## src/rtl/alu_pkg.sv

```systemverilog
package alu_pkg;
  localparam int unsigned OP_W  = 5;
  localparam int unsigned SEL_W = 4;

  localparam logic [OP_W-1:0] OP_OR    = 5'd0;
  localparam logic [OP_W-1:0] OP_AND   = 5'd1;
  localparam logic [OP_W-1:0] OP_VADD2 = 5'd2;
  localparam logic [OP_W-1:0] OP_BND   = 5'd3;
  localparam logic [OP_W-1:0] OP_SADD  = 5'd4;
  localparam logic [OP_W-1:0] OP_SSUB  = 5'd5;
  localparam logic [OP_W-1:0] OP_LADD  = 5'd6;
  localparam logic [OP_W-1:0] OP_LSUB  = 5'd7;
  localparam logic [OP_W-1:0] OP_XOR   = 5'd8;
  localparam logic [OP_W-1:0] OP_FLD   = 5'd9;
  localparam logic [OP_W-1:0] OP_FLDK  = 5'd10;
  localparam logic [OP_W-1:0] OP_VADD  = 5'd12;
  localparam logic [OP_W-1:0] OP_VSUB  = 5'd13;
  localparam logic [OP_W-1:0] OP_UADD  = 5'd14;
  localparam logic [OP_W-1:0] OP_USUB  = 5'd15;

  typedef enum logic [2:0] {FN_OR, FN_AND, FN_XOR, FN_ADD, FN_SUB, FN_ZERO} fn_e;
  typedef enum logic [1:0] {CIN_ZERO, CIN_ONE, CIN_STORED} cin_e;
  typedef enum logic [1:0] {CO_ZERO, CO_PASS, CO_INV, CO_HOLD} co_e;

  typedef struct packed {
    fn_e  fn;
    cin_e cin;
    co_e  co;
  } ctl_t;
endpackage

```

## src/rtl/alu_decode.sv

```systemverilog
module alu_decode
  import alu_pkg::*;
(
  input  logic [OP_W-1:0] op_i,
  output ctl_t            ctl_o
);
  always_comb begin
    ctl_o = '{fn: FN_OR, cin: CIN_ZERO, co: CO_HOLD};
    unique case (op_i)
      OP_OR:    ctl_o = '{fn: FN_OR,   cin: CIN_ZERO,   co: CO_PASS};
      OP_AND:   ctl_o = '{fn: FN_AND,  cin: CIN_ZERO,   co: CO_PASS};
      OP_XOR:   ctl_o = '{fn: FN_XOR,  cin: CIN_ZERO,   co: CO_PASS};
      OP_VADD2: ctl_o = '{fn: FN_ADD,  cin: CIN_ZERO,   co: CO_PASS};
      OP_VADD:  ctl_o = '{fn: FN_ADD,  cin: CIN_ZERO,   co: CO_PASS};
      OP_LADD:  ctl_o = '{fn: FN_ADD,  cin: CIN_ZERO,   co: CO_ZERO};
      OP_SADD:  ctl_o = '{fn: FN_ADD,  cin: CIN_STORED, co: CO_ZERO};
      OP_UADD:  ctl_o = '{fn: FN_ADD,  cin: CIN_STORED, co: CO_PASS};
      OP_BND:   ctl_o = '{fn: FN_SUB,  cin: CIN_ONE,    co: CO_PASS};
      OP_VSUB:  ctl_o = '{fn: FN_SUB,  cin: CIN_ONE,    co: CO_PASS};
      OP_LSUB:  ctl_o = '{fn: FN_SUB,  cin: CIN_ONE,    co: CO_ZERO};
      OP_SSUB:  ctl_o = '{fn: FN_SUB,  cin: CIN_STORED, co: CO_ZERO};
      OP_USUB:  ctl_o = '{fn: FN_SUB,  cin: CIN_STORED, co: CO_INV};
      OP_FLD:   ctl_o = '{fn: FN_ZERO, cin: CIN_ZERO,   co: CO_PASS};
      OP_FLDK:  ctl_o = '{fn: FN_ZERO, cin: CIN_ZERO,   co: CO_PASS};
      default:  ctl_o = '{fn: FN_OR,   cin: CIN_ZERO,   co: CO_HOLD};
    endcase
  end
endmodule

```

## src/rtl/alu_pk_core.sv

```systemverilog
module alu_pk_core
  import alu_pkg::*;
#(
  parameter int unsigned W = 32
) (
  input  logic [W-1:0] a_i,
  input  logic [W-1:0] b_i,
  input  fn_e          fn_i,
  input  logic         cin_i,
  output logic [W-1:0] sum_o,
  output logic         c_top_in_o,
  output logic         cout_o
);
  logic [W-1:0] prop, kill;

  // kill forced high for non-arithmetic functions, so carries never travel
  always_comb begin
    unique case (fn_i)
      FN_ADD:  begin prop = a_i ^ b_i;    kill = ~a_i & ~b_i; end
      FN_SUB:  begin prop = ~(a_i ^ b_i); kill = ~a_i & b_i;  end
      FN_XOR:  begin prop = a_i ^ b_i;    kill = '1;          end
      FN_AND:  begin prop = a_i & b_i;    kill = '1;          end
      FN_OR:   begin prop = a_i | b_i;    kill = '1;          end
      default: begin prop = '0;           kill = '1;          end
    endcase
  end

  always_comb begin
    logic c;
    c          = cin_i;
    c_top_in_o = 1'b0;
    for (int i = 0; i < W; i++) begin
      sum_o[i] = prop[i] ^ c;
      if (i == W-1) c_top_in_o = c;
      c = prop[i] ? c : ~kill[i];
    end
    cout_o = c;
  end
endmodule

```

## src/rtl/alu_cond_sel.sv

```systemverilog
module alu_cond_sel
  import alu_pkg::*;
#(
  parameter int unsigned W  = 32,
  parameter int unsigned KW = 8
) (
  input  logic [W-1:0]     res_i,
  input  logic [1:0]       l_top_i,
  input  logic [1:0]       r_top_i,
  input  logic             c_top_in_i,
  input  logic             cout_i,
  input  logic [SEL_W-1:0] sel_i,
  output logic             cond_o
);
  localparam int unsigned KLO = W - KW;

  logic is_zero, is_neg, is_le, ovf, bnd, tag_bad, k_zero;
  logic [3:0] base_lo, base_hi;

  assign is_zero = (res_i == '0);
  assign is_neg  = res_i[W-1];
  assign is_le   = is_neg | is_zero;
  assign ovf     = c_top_in_i ^ cout_i;
  assign bnd     = l_top_i[1] | ~is_neg;
  assign tag_bad = (l_top_i[1] ^ l_top_i[0]) | (r_top_i[1] ^ r_top_i[0]) |
                   (res_i[W-1] ^ res_i[W-2]);
  assign k_zero  = (res_i[W-1:KLO] == '0);

  // selects pair up as x / x^4; select 11 is the complement of 15
  assign base_lo = {is_le, is_neg, is_zero, 1'b0};
  assign base_hi = {~k_zero, tag_bad, bnd, ovf};
  assign cond_o  = (sel_i[3] ? base_hi[sel_i[1:0]] : base_lo[sel_i[1:0]]) ^ sel_i[2];
endmodule

```

## src/rtl/alu_sticky_carry.sv

```systemverilog
module alu_sticky_carry
  import alu_pkg::*;
#(
  parameter int unsigned W  = 32,
  parameter int unsigned KW = 8
) (
  input  logic             clk_i,
  input  logic             rst_ni,
  input  logic [W-1:0]     opl_i,
  input  logic [W-1:0]     opr_i,
  input  logic [OP_W-1:0]  op_i,
  input  logic [SEL_W-1:0] cond_sel_i,
  input  logic             reject_i,
  output logic [W-1:0]     result_o,
  output logic             cond_o
);
  ctl_t ctl;
  logic carry_q, carry_d, cin, cout, c_top_in, upd_en;

  alu_decode u_dec (.op_i(op_i), .ctl_o(ctl));

  always_comb begin
    unique case (ctl.cin)
      CIN_ONE:    cin = 1'b1;
      CIN_STORED: cin = carry_q;
      default:    cin = 1'b0;
    endcase
  end

  alu_pk_core #(.W(W)) u_core (
    .a_i(opl_i), .b_i(opr_i), .fn_i(ctl.fn), .cin_i(cin),
    .sum_o(result_o), .c_top_in_o(c_top_in), .cout_o(cout)
  );

  alu_cond_sel #(.W(W), .KW(KW)) u_cond (
    .res_i(result_o), .l_top_i(opl_i[W-1:W-2]), .r_top_i(opr_i[W-1:W-2]),
    .c_top_in_i(c_top_in), .cout_i(cout), .sel_i(cond_sel_i), .cond_o(cond_o)
  );

  always_comb begin
    unique case (ctl.co)
      CO_PASS: carry_d = cout;
      CO_INV:  carry_d = ~cout;
      CO_ZERO: carry_d = 1'b0;
      default: carry_d = carry_q;
    endcase
  end

  // a redirecting or rejected instruction leaves no carry trace
  assign upd_en = ~reject_i & ~cond_o & (ctl.co != CO_HOLD);

  always_ff @(posedge clk_i or negedge rst_ni) begin
    if (!rst_ni)     carry_q <= 1'b0;
    else if (upd_en) carry_q <= carry_d;
  end

  a_r7_reject_freezes: assert property (@(posedge clk_i) disable iff (!rst_ni)
    reject_i |=> carry_q == $past(carry_q));

  a_r8_cond_freezes: assert property (@(posedge clk_i) disable iff (!rst_ni)
    cond_o |=> carry_q == $past(carry_q));

  a_r9_spare_holds: assert property (@(posedge clk_i) disable iff (!rst_ni)
    (op_i == 5'd11 || op_i >= 5'd16) |=> carry_q == $past(carry_q));

  a_r6_clear_ops: assert property (@(posedge clk_i) disable iff (!rst_ni)
    (!reject_i && !cond_o && op_i >= OP_SADD && op_i <= OP_LSUB) |=> !carry_q);

  a_r5_field_zero: assert property (@(posedge clk_i) disable iff (!rst_ni)
    (op_i == OP_FLD || op_i == OP_FLDK) |-> result_o == '0);

  a_r10_fixed_selects: assert property (@(posedge clk_i) disable iff (!rst_ni)
    (cond_sel_i == 4'd0 |-> !cond_o) and (cond_sel_i == 4'd4 |-> cond_o));
endmodule

```

## config.mk

```make
export PLATFORM = sky130hd
export DESIGN_NAME = alu_sticky_carry
export DESIGN_NICKNAME = d
export VERILOG_FILES = /design/src/rtl/alu_pkg.sv /design/src/rtl/alu_decode.sv /design/src/rtl/alu_pk_core.sv /design/src/rtl/alu_cond_sel.sv /design/src/rtl/alu_sticky_carry.sv
export SDC_FILE = /design/constraint.sdc
export NUM_CORES = 1
export LEC_CHECK = 0
export ABC_CLOCK_PERIOD_IN_PS = 8100
export BUFFER_PORTS_ARGS = -buffer_cell sky130_fd_sc_hd__buf_2
export CAP_MARGIN = 20
export CELL_PAD_IN_SITES_DETAIL_PLACEMENT = 1
export CELL_PAD_IN_SITES_GLOBAL_PLACEMENT = 1
export CORE_UTILIZATION = 30
export DETAILED_ROUTE_END_ITERATION = 10
export GPL_TIMING_DRIVEN = 0
export PLACE_DENSITY = 0.68
export SLEW_MARGIN = 40
export SYNTH_ARGS = -nofsm -noshare
export SYNTH_HDL_FRONTEND = slang
export SYNTH_SLANG_ARGS = --single-unit
```

## constraint.sdc

```tcl
create_clock -name clk_i -period 8.1 [get_ports clk_i]
set_input_delay 0.81 -clock clk_i [delete_from_list [all_inputs] [get_ports clk_i]]
set_output_delay 0.81 -clock clk_i [all_outputs]
set_load 0.03 [all_outputs]
```

==> reports/qor.tcl, run 1 <==
set qor(run_status) {complete, no violations}
set qor(drt_wl_total_mm) 18.6
set qor(layout-drive-gt1-share_pct) 24.8
set qor(stdcell_area_um2) 5490
set qor(gpl.final_weighted_congestion) 0.906
set qor(max_freq_mhz) 129
set qor(vias_per_cell) 5.81
set qor(largest_register_ffs) 1
set qor(timing.hold.worst.class) {reg -> reg}
set qor(actual_slew_at_the_worst_max_slew_pin_ns) 0.739
set qor(setup_ws_post_layout_ns) 0.320
set qor(critical_path.max_fanout) 10
set qor(pin_count) 109
set qor(drtAntennaViolNets) 0
set qor(dieArea_um2) 16000
set qor(grt_usage_pct) 22.5
set qor(effective_utilization_at_floorplan_pct) 30.7
set qor(final_cells) 927
set qor(p_sw_share_pct) 65.8
set qor(synthToLayoutAreaGrowth_pct) 17.7
set qor(globalRouteOverflowTotal) 0
set qor(critPathRequiredTime_ns) 7.29
set qor(syn_avg_cell_area_um2) 7.40
set qor(min_period_ns) 7.78
set qor(drtPass1Iterations) 4
set qor(share_comb_of_total_power_pct) 98.8
set qor(dpl.cell_count) 925
set qor(insertion_delay_ns) 0
set qor(worst_slew_margin_rel_pct) 50.8
set qor(number_of_cells_traversed_by_the_worst_register_to_register_path) 18
set qor(post_synth_instance_area_um2) 4660
set qor(numPortBuffers) 107
set qor(pin_count_of_the_biggest_net_entering_global_routing) 11
set qor(maxCapViolCount) 0
set qor(critical-path-max-stage-delay_ns) 0.54
set qor(slew_viol_final) 0
set qor(timing.critical_path.max_delay_family) {compound AO/OA/AOI/OAI gates}
set qor(first_global_vias) 5474
set qor(core_area_um2) 15200
set qor(nNetsFinal) 887
set qor(synth-edff-count) 0
set qor(dpl_worst_slack_ns) 0.267
set qor(grt_antenna_before_repair) 1
set qor(net-switching-power_uw) 457
set qor(cts_hold_repair.buffers) 0
set qor(die_h_um) 127
set qor(grt_pass1_wl_mm) 28.7
set qor(postLayoutCoreUtil_pct) 36.1
set qor(wire_per_inst_um) 20.1
set qor(netlist_top_cells_area) {sky130_fd_sc_hd__ha_1, sky130_fd_sc_hd__xnor2_1, sky130_fd_sc_hd__inv_1}
set qor(critical_path.n_buffers_inverters) 7
set qor(power_report.internal_total_uw) 237
set qor(syn-instance-count) 630
set qor(synth_warnings) 0
set qor(final_hold_viol_count) 0
set qor(powerDensity_nw_per_um2) 126
set qor(cp.depth) 25
set qor(synth.distinct_cells) 96
set qor(timing.setup.tns_ns) 0
set qor(total_power_uw) 694
set qor(timing.critical_path.from_type) {input port}
set qor(remaining_drc_errors) 0
set qor(leakage_power_of_the_design_nw) 2.52
set qor(synthArstFlopShare_pct) 100
set qor(vias) 5384
set qor(finalCritPeriodShare_pct) 96.0
set qor(seq_power_share_pct) 1.2
set qor(post-synth-top-area-fraction_pct) 19.1
set qor(top_regs) {carry_q x1}
set qor(seq_area_frac_synth_pct) 0.537
set qor(std_cell_rows) 45
set qor(rsz_0062_raised_after_global_routing) {no}
set qor(cpMaxStageDelayCell) {sky130_fd_sc_hd__o21ai_1}
set qor(crit_arrival_ns) 6.97
set qor(registers.top_by_ff_count) {carry_q}
set qor(placement.cell_area_um2) 5430
set qor(die_width_um) 127
set qor(timing_worst_setup_path_type) {in -> out}
set qor(dp.final_hpwl_mm) 15.2
set qor(hold_slack_final_ns) 0.532
set qor(ir_worst_vdd_uv) 106
set qor(crit_path_end_kind) {output port}
set qor(detail_route.iter0.violations) 214
set qor(mappedNetlistNets) 777
set qor(cells_on_worst_hold_path) 1
set qor(ys_seq_elements) 1
set qor(clockPowerShare_pct) 0
set qor(synth_area_leader_cell) {sky130_fd_sc_hd__ha_1}
set qor(post-cts-setup-buffer-count) 0
set qor(setup_violations) 0
set qor(synth-main-ff-cell) {sky130_fd_sc_hd__dfrtp_1}
set qor(clk_transition_reported_paths_ns) 0
set qor(max_clock_skew_ns) 0
-- timing repair --
item                                   CTS  global route
gates resized for setup                  0             2
setup endpoints to repair                0             1
endpoints found under the hold margin    0             0
-- cell usage after synthesis, types with 6 or more instances --
library cell	number
sky130_fd_sc_hd__inv_1	86
sky130_fd_sc_hd__ha_1	71
sky130_fd_sc_hd__xnor2_1	46
sky130_fd_sc_hd__nand2_1	35
sky130_fd_sc_hd__a21oi_1	33
sky130_fd_sc_hd__nor3_1	33
sky130_fd_sc_hd__nor2_1	28
sky130_fd_sc_hd__o21ai_0	25
sky130_fd_sc_hd__nand3_1	17
sky130_fd_sc_hd__o2bb2ai_1	13
sky130_fd_sc_hd__buf_2	10
sky130_fd_sc_hd__xor2_1	9
sky130_fd_sc_hd__a211oi_1	8
sky130_fd_sc_hd__a221oi_2	8
sky130_fd_sc_hd__a31oi_1	8
sky130_fd_sc_hd__buf_6	8
sky130_fd_sc_hd__nor3b_1	8
sky130_fd_sc_hd__and3_1	7
sky130_fd_sc_hd__mux2i_1	7
sky130_fd_sc_hd__nand2b_1	7
sky130_fd_sc_hd__a21o_1	6
sky130_fd_sc_hd__a221oi_1	6
sky130_fd_sc_hd__a311oi_1	6
sky130_fd_sc_hd__o41ai_1	6
-- layout make-up --
type	count	area, µm²
sequential	1	25.0
antenna	1	2.50
tap	188	235
inverter	86	323
multi-input combinational	516	4170
timing repair buffer	108	541
fill	1960	9710
buffer	27	193
-- final timing paths --
check                           startpoint       to  slack [ns]
worst max register to register     carry_q  carry_q        3.59
worst min register to register     carry_q  carry_q        0.53
worst min-delay path               carry_q  carry_q        0.53
max in group asynchronous           rst_ni  carry_q        7.43
min in group asynchronous           rst_ni  carry_q        0.58
worst max-delay path               op_i[0]   cond_o        0.32
-- logic make-up after synthesis --
logic type	count (synthesis)	share of synthesized area, %
AOI/OAI and AO/OA	199	34.3
and+or+nand+nor	180	22.1
buffers and inverters	113	11.1
adders and majority gates	71	19.1
xor gates and xnor gates	55	10.3
muxes	11	2.60
DFF	1	0.537
-- per-layer routing --
layer	global-route usage, %	wire length [µm]	up-vias
met5	0	0	-
met4	5.53	340	0
met3	2.11	651	30
met1	28.2	8470	2663
met2	40.9	9180	145
li1	-	-	2546
-- cells in the final DEF, fill, tap and decap left out, drive strengths merged, types with 5 or more instances in the layout --
cell type	Yosys	layout
a211o	6	6
mux2i	8	8
nand2b	7	7
nor4	6	6
nor3b	10	10
nand4	5	5
nand3	18	18
a31oi	9	9
xnor2	46	46
o211ai	6	6
buf	22	129
o41ai	6	6
inv	86	86
a221o	5	5
o31ai	6	6
o22ai	5	5
o21ai	29	29
o2bb2ai	14	14
and3	8	8
clkbuf	5	6
a311oi	6	6
xor2	9	9
a21oi	34	34
nor2	29	29
nor3	34	34
nand2	35	35
ha	71	71
and2	6	6
a211oi	11	11
or2	5	5
a221oi	15	15
a21o	7	7
-- power groups by stage --
stage	Clock, mW	Combinational (mW)	Sequential, mW
final	0.0000000166	0.685	0.00859
after global routing	0.0000000165	0.731	0.00895
after CTS	0	0.675	0.00890
after detailed placement	0	0.671	0.00888
after global placement	0	0.653	0.00888
after floorplan	0	0.472	0.00777
Power figures use the tool's default switching activity.
==> run 2: changes to the inputs <==
- PLACE_DENSITY: 0.68 -> 0.7
==> run 2 against run 1 <==
Setup slack better by 0.13 ns. Hold slack better by 0.0020 ns. Die area unchanged. Sequential share of layout area about the same. Total power about the same. Largest cell class unchanged. Via count down 1.9%. Flip-flop and latch count unchanged.
==> reports/qor.tcl, run 2 (synthesis gave the netlist of run 1 again) <==
set qor(run_status) {complete, no violations}
set qor(timing.critical_path.from_type) {input port}
set qor(dpl_worst_slack_ns) 0.235 ;# -0.0327 ns
set qor(timing.setup.tns_ns) 0 ;# unchanged
set qor(setup_violations) 0 ;# unchanged
set qor(nNetsFinal) 888 ;# +0.11%
set qor(globalRouteMet2Util_pct) 41.2 ;# +0.29 points
set qor(drtAntennaViolNets) 0 ;# unchanged
set qor(pin_count) 109 ;# unchanged
set qor(antennaDiodeCount) 0 ;# -1
set qor(effective_utilization_at_floorplan_pct) 30.7 ;# unchanged
set qor(numPortBuffers) 107 ;# unchanged
set qor(total_power_uw) 694 ;# about the same
set qor(worst_slew_margin_rel_pct) 52.4 ;# +1.6 points
set qor(actual_slew_at_the_worst_max_slew_pin_ns) 0.713 ;# -0.0256 ns
set qor(ir_worst_vdd_uv) 113 ;# +5.9%
set qor(slew_viol_final) 0 ;# unchanged
set qor(critPathRequiredTime_ns) 7.29 ;# about the same
set qor(power_report.internal_total_uw) 238 ;# +0.44%
set qor(registers.top_by_ff_count) {carry_q}
set qor(grt_util_met1_pct) 29.2 ;# +1.0 points
set qor(leakage_power_of_the_design_nw) 2.53 ;# +0.44%
set qor(crit_path_cell_trace) {buf_2, inv_1, ha_1, mux2_2, o211ai_2, buf_4, buf_2, buf_2, a221oi_1, nor3_2, nand4_1, o2111a_1, o31a_1, a21oi_2, xor2_1, inv_1, ha_1, nand2_1, or4b_4, nor4_2, o22ai_1, a21bo_1, nand2_1, buf_2}
set qor(synthToLayoutAreaGrowth_pct) 18.0
set qor(p_sw_share_pct) 65.7 ;# -0.15 points
set qor(die_h_um) 127 ;# unchanged
set qor(dieArea_um2) 16000 ;# unchanged
set qor(mostFrequentLayoutCell) {sky130_fd_sc_hd__buf_2}
set qor(wire_per_inst_um) 19.8 ;# -1.6%
set qor(critPathMostFrequentCell) {sky130_fd_sc_hd__buf_2}
set qor(rsz_0062_raised_after_global_routing) {no}
set qor(grt_antenna_before_repair) 0 ;# -1
set qor(crit_arrival_ns) 6.84 ;# -0.13 ns
set qor(vias_per_cell) 5.70 ;# -1.9%
set qor(pin_count_of_the_biggest_net_entering_global_routing) 11 ;# unchanged
set qor(dp.final_hpwl_mm) 15.0 ;# -1.2%
set qor(net-switching-power_uw) 456 ;# -0.24%
set qor(clk_transition_reported_paths_ns) 0 ;# unchanged
set qor(final_hold_viol_count) 0 ;# unchanged
set qor(timing_worst_setup_path_type) {in -> out}
set qor(core_area_um2) 15200 ;# unchanged
set qor(share_comb_of_total_power_pct) 98.8 ;# about the same
set qor(finalCritPeriodShare_pct) 94.5 ;# -1.6 points
set qor(seq_power_share_pct) 1.2 ;# about the same
set qor(drtPass1Iterations) 4 ;# unchanged
set qor(first_global_vias) 5490 ;# +0.29%
set qor(clockPowerShare_pct) 0 ;# unchanged
set qor(detail_route.iter0.violations) 285 ;# +33%
set qor(cells_on_worst_hold_path) 1 ;# unchanged
set qor(globalRouteOverflowTotal) 0 ;# unchanged
set qor(max_freq_mhz) 131 ;# +1.7%
set qor(max_clock_skew_ns) 0 ;# unchanged
set qor(crit_path_end_kind) {output port}
set qor(powerDensity_nw_per_um2) 126 ;# -0.19%
set qor(largest_register_ffs) 1 ;# unchanged
set qor(maxCapViolCount) 0 ;# unchanged
set qor(critical-path-max-stage-delay_ns) 0.49 ;# -0.05 ns
set qor(min_period_ns) 7.65 ;# -0.129 ns
set qor(cpMaxStageDelayCell) {sky130_fd_sc_hd__or4b_4}
set qor(std_cell_rows) 45 ;# unchanged
set qor(final_cell_mix) {sky130_fd_sc_hd__buf_2, sky130_fd_sc_hd__inv_1, sky130_fd_sc_hd__ha_1}
set qor(gpl.final_weighted_congestion) 0.902 ;# -0.45%
set qor(timing.hold.worst.class) {reg -> reg}
set qor(die_width_um) 127 ;# unchanged
set qor(drt_wl_total_mm) 18.3 ;# -1.6%
set qor(remaining_drc_errors) 0 ;# unchanged
set qor(critical_path.max_fanout) 10 ;# unchanged
set qor(insertion_delay_ns) 0 ;# unchanged
set qor(grt_usage_pct) 22.6 ;# +0.12 points
set qor(number_of_cells_traversed_by_the_worst_register_to_register_path) 18 ;# unchanged
set qor(layout-drive-gt1-share_pct) 25.3 ;# +0.51 points
set qor(setup_ws_post_layout_ns) 0.449 ;# +0.129 ns
set qor(top_regs) {carry_q x1}
set qor(grt_pass1_wl_mm) 29.1 ;# +1.3%
set qor(vias) 5280 ;# -1.9%
set qor(grt_busiest_layer) {met2}
set qor(use_met3_pct) 1.52 ;# -0.59 points
==> run 2: through the flow <==
stage / instances / util, % / hold slack (ns) / area [µm²]
final: 927 / 36.2 / 0.534 / 5500
after global routing: 927 / 36.2 / 0.569 / 5500
after CTS: 925 / 35.7 / 0.550 / 5430
after detailed placement: 925 / 35.7 / 0.549 / 5430
after global placement: 925 / 35.7 / 0.546 / 5430
after floorplan: 630 / - / 0.482 / 4660
==> run 2: routing by layer <==
layer | share of wire (%) | vias up
met1 | 46 | 2575
met3 | 3.8 | 25
met5 | 0 | -
li1 | - | 2552
met2 | 48 | 128
met4 | 1.9 | 0
==> run 2: what timing repair did <==
| item | CTS | global route |
|---|---|---|
| setup endpoints to repair | 0 | 1 |
| hold buffers | 0 | 0 |
| buffers inserted | 0 | 2 |
| gates resized for setup | 0 | 4 |
==> run 2: critical path, delay by kind of cell <==
| family | cells | cell delay (ns) |
|---|---|---|
| xor gates and xnor gates | 1 | 0.16 |
| buffers and inverters | 7 | 1.41 |
| AOI/OAI and AO/OA | 7 | 1.97 |
| adders and majority gates | 2 | 0.58 |
| and+or+nand+nor | 6 | 1.53 |
| muxes | 1 | 0.35 |
==> run 2: cell type report <==
class | instances | area [µm²]
timing repair buffer | 110 | 556
inverter | 86 | 323
multi-input combinational | 516 | 4170
tap | 188 | 235
fill | 1928 | 9700
buffer | 26 | 189
sequential | 1 | 25.0
==> run 2: path summary, 6_finish.rpt <==
path / slack (ns) / start / endpoint
setup / recovery: 0.45 / op_i[0] / cond_o
setup reg to reg: 3.60 / carry_q / carry_q
hold / removal: 0.53 / carry_q / carry_q
max in group asynchronous: 7.43 / rst_ni / carry_q
hold reg to reg: 0.53 / carry_q / carry_q
min in group asynchronous: 0.58 / rst_ni / carry_q
==> run 2: power by group through the flow <==
| stage | logic (mW) | registers (mW) | clock network [mW] |
|---|---|---|---|
| after CTS | 0.672 | 0.00890 | 0 |
| after global placement | 0.651 | 0.00885 | 0 |
| after global routing | 0.734 | 0.00899 | 0 |
| after detailed placement | 0.669 | 0.00880 | 0 |
| after floorplan | 0.472 | 0.00777 | 0 |
| final | 0.685 | 0.00862 | 0 |
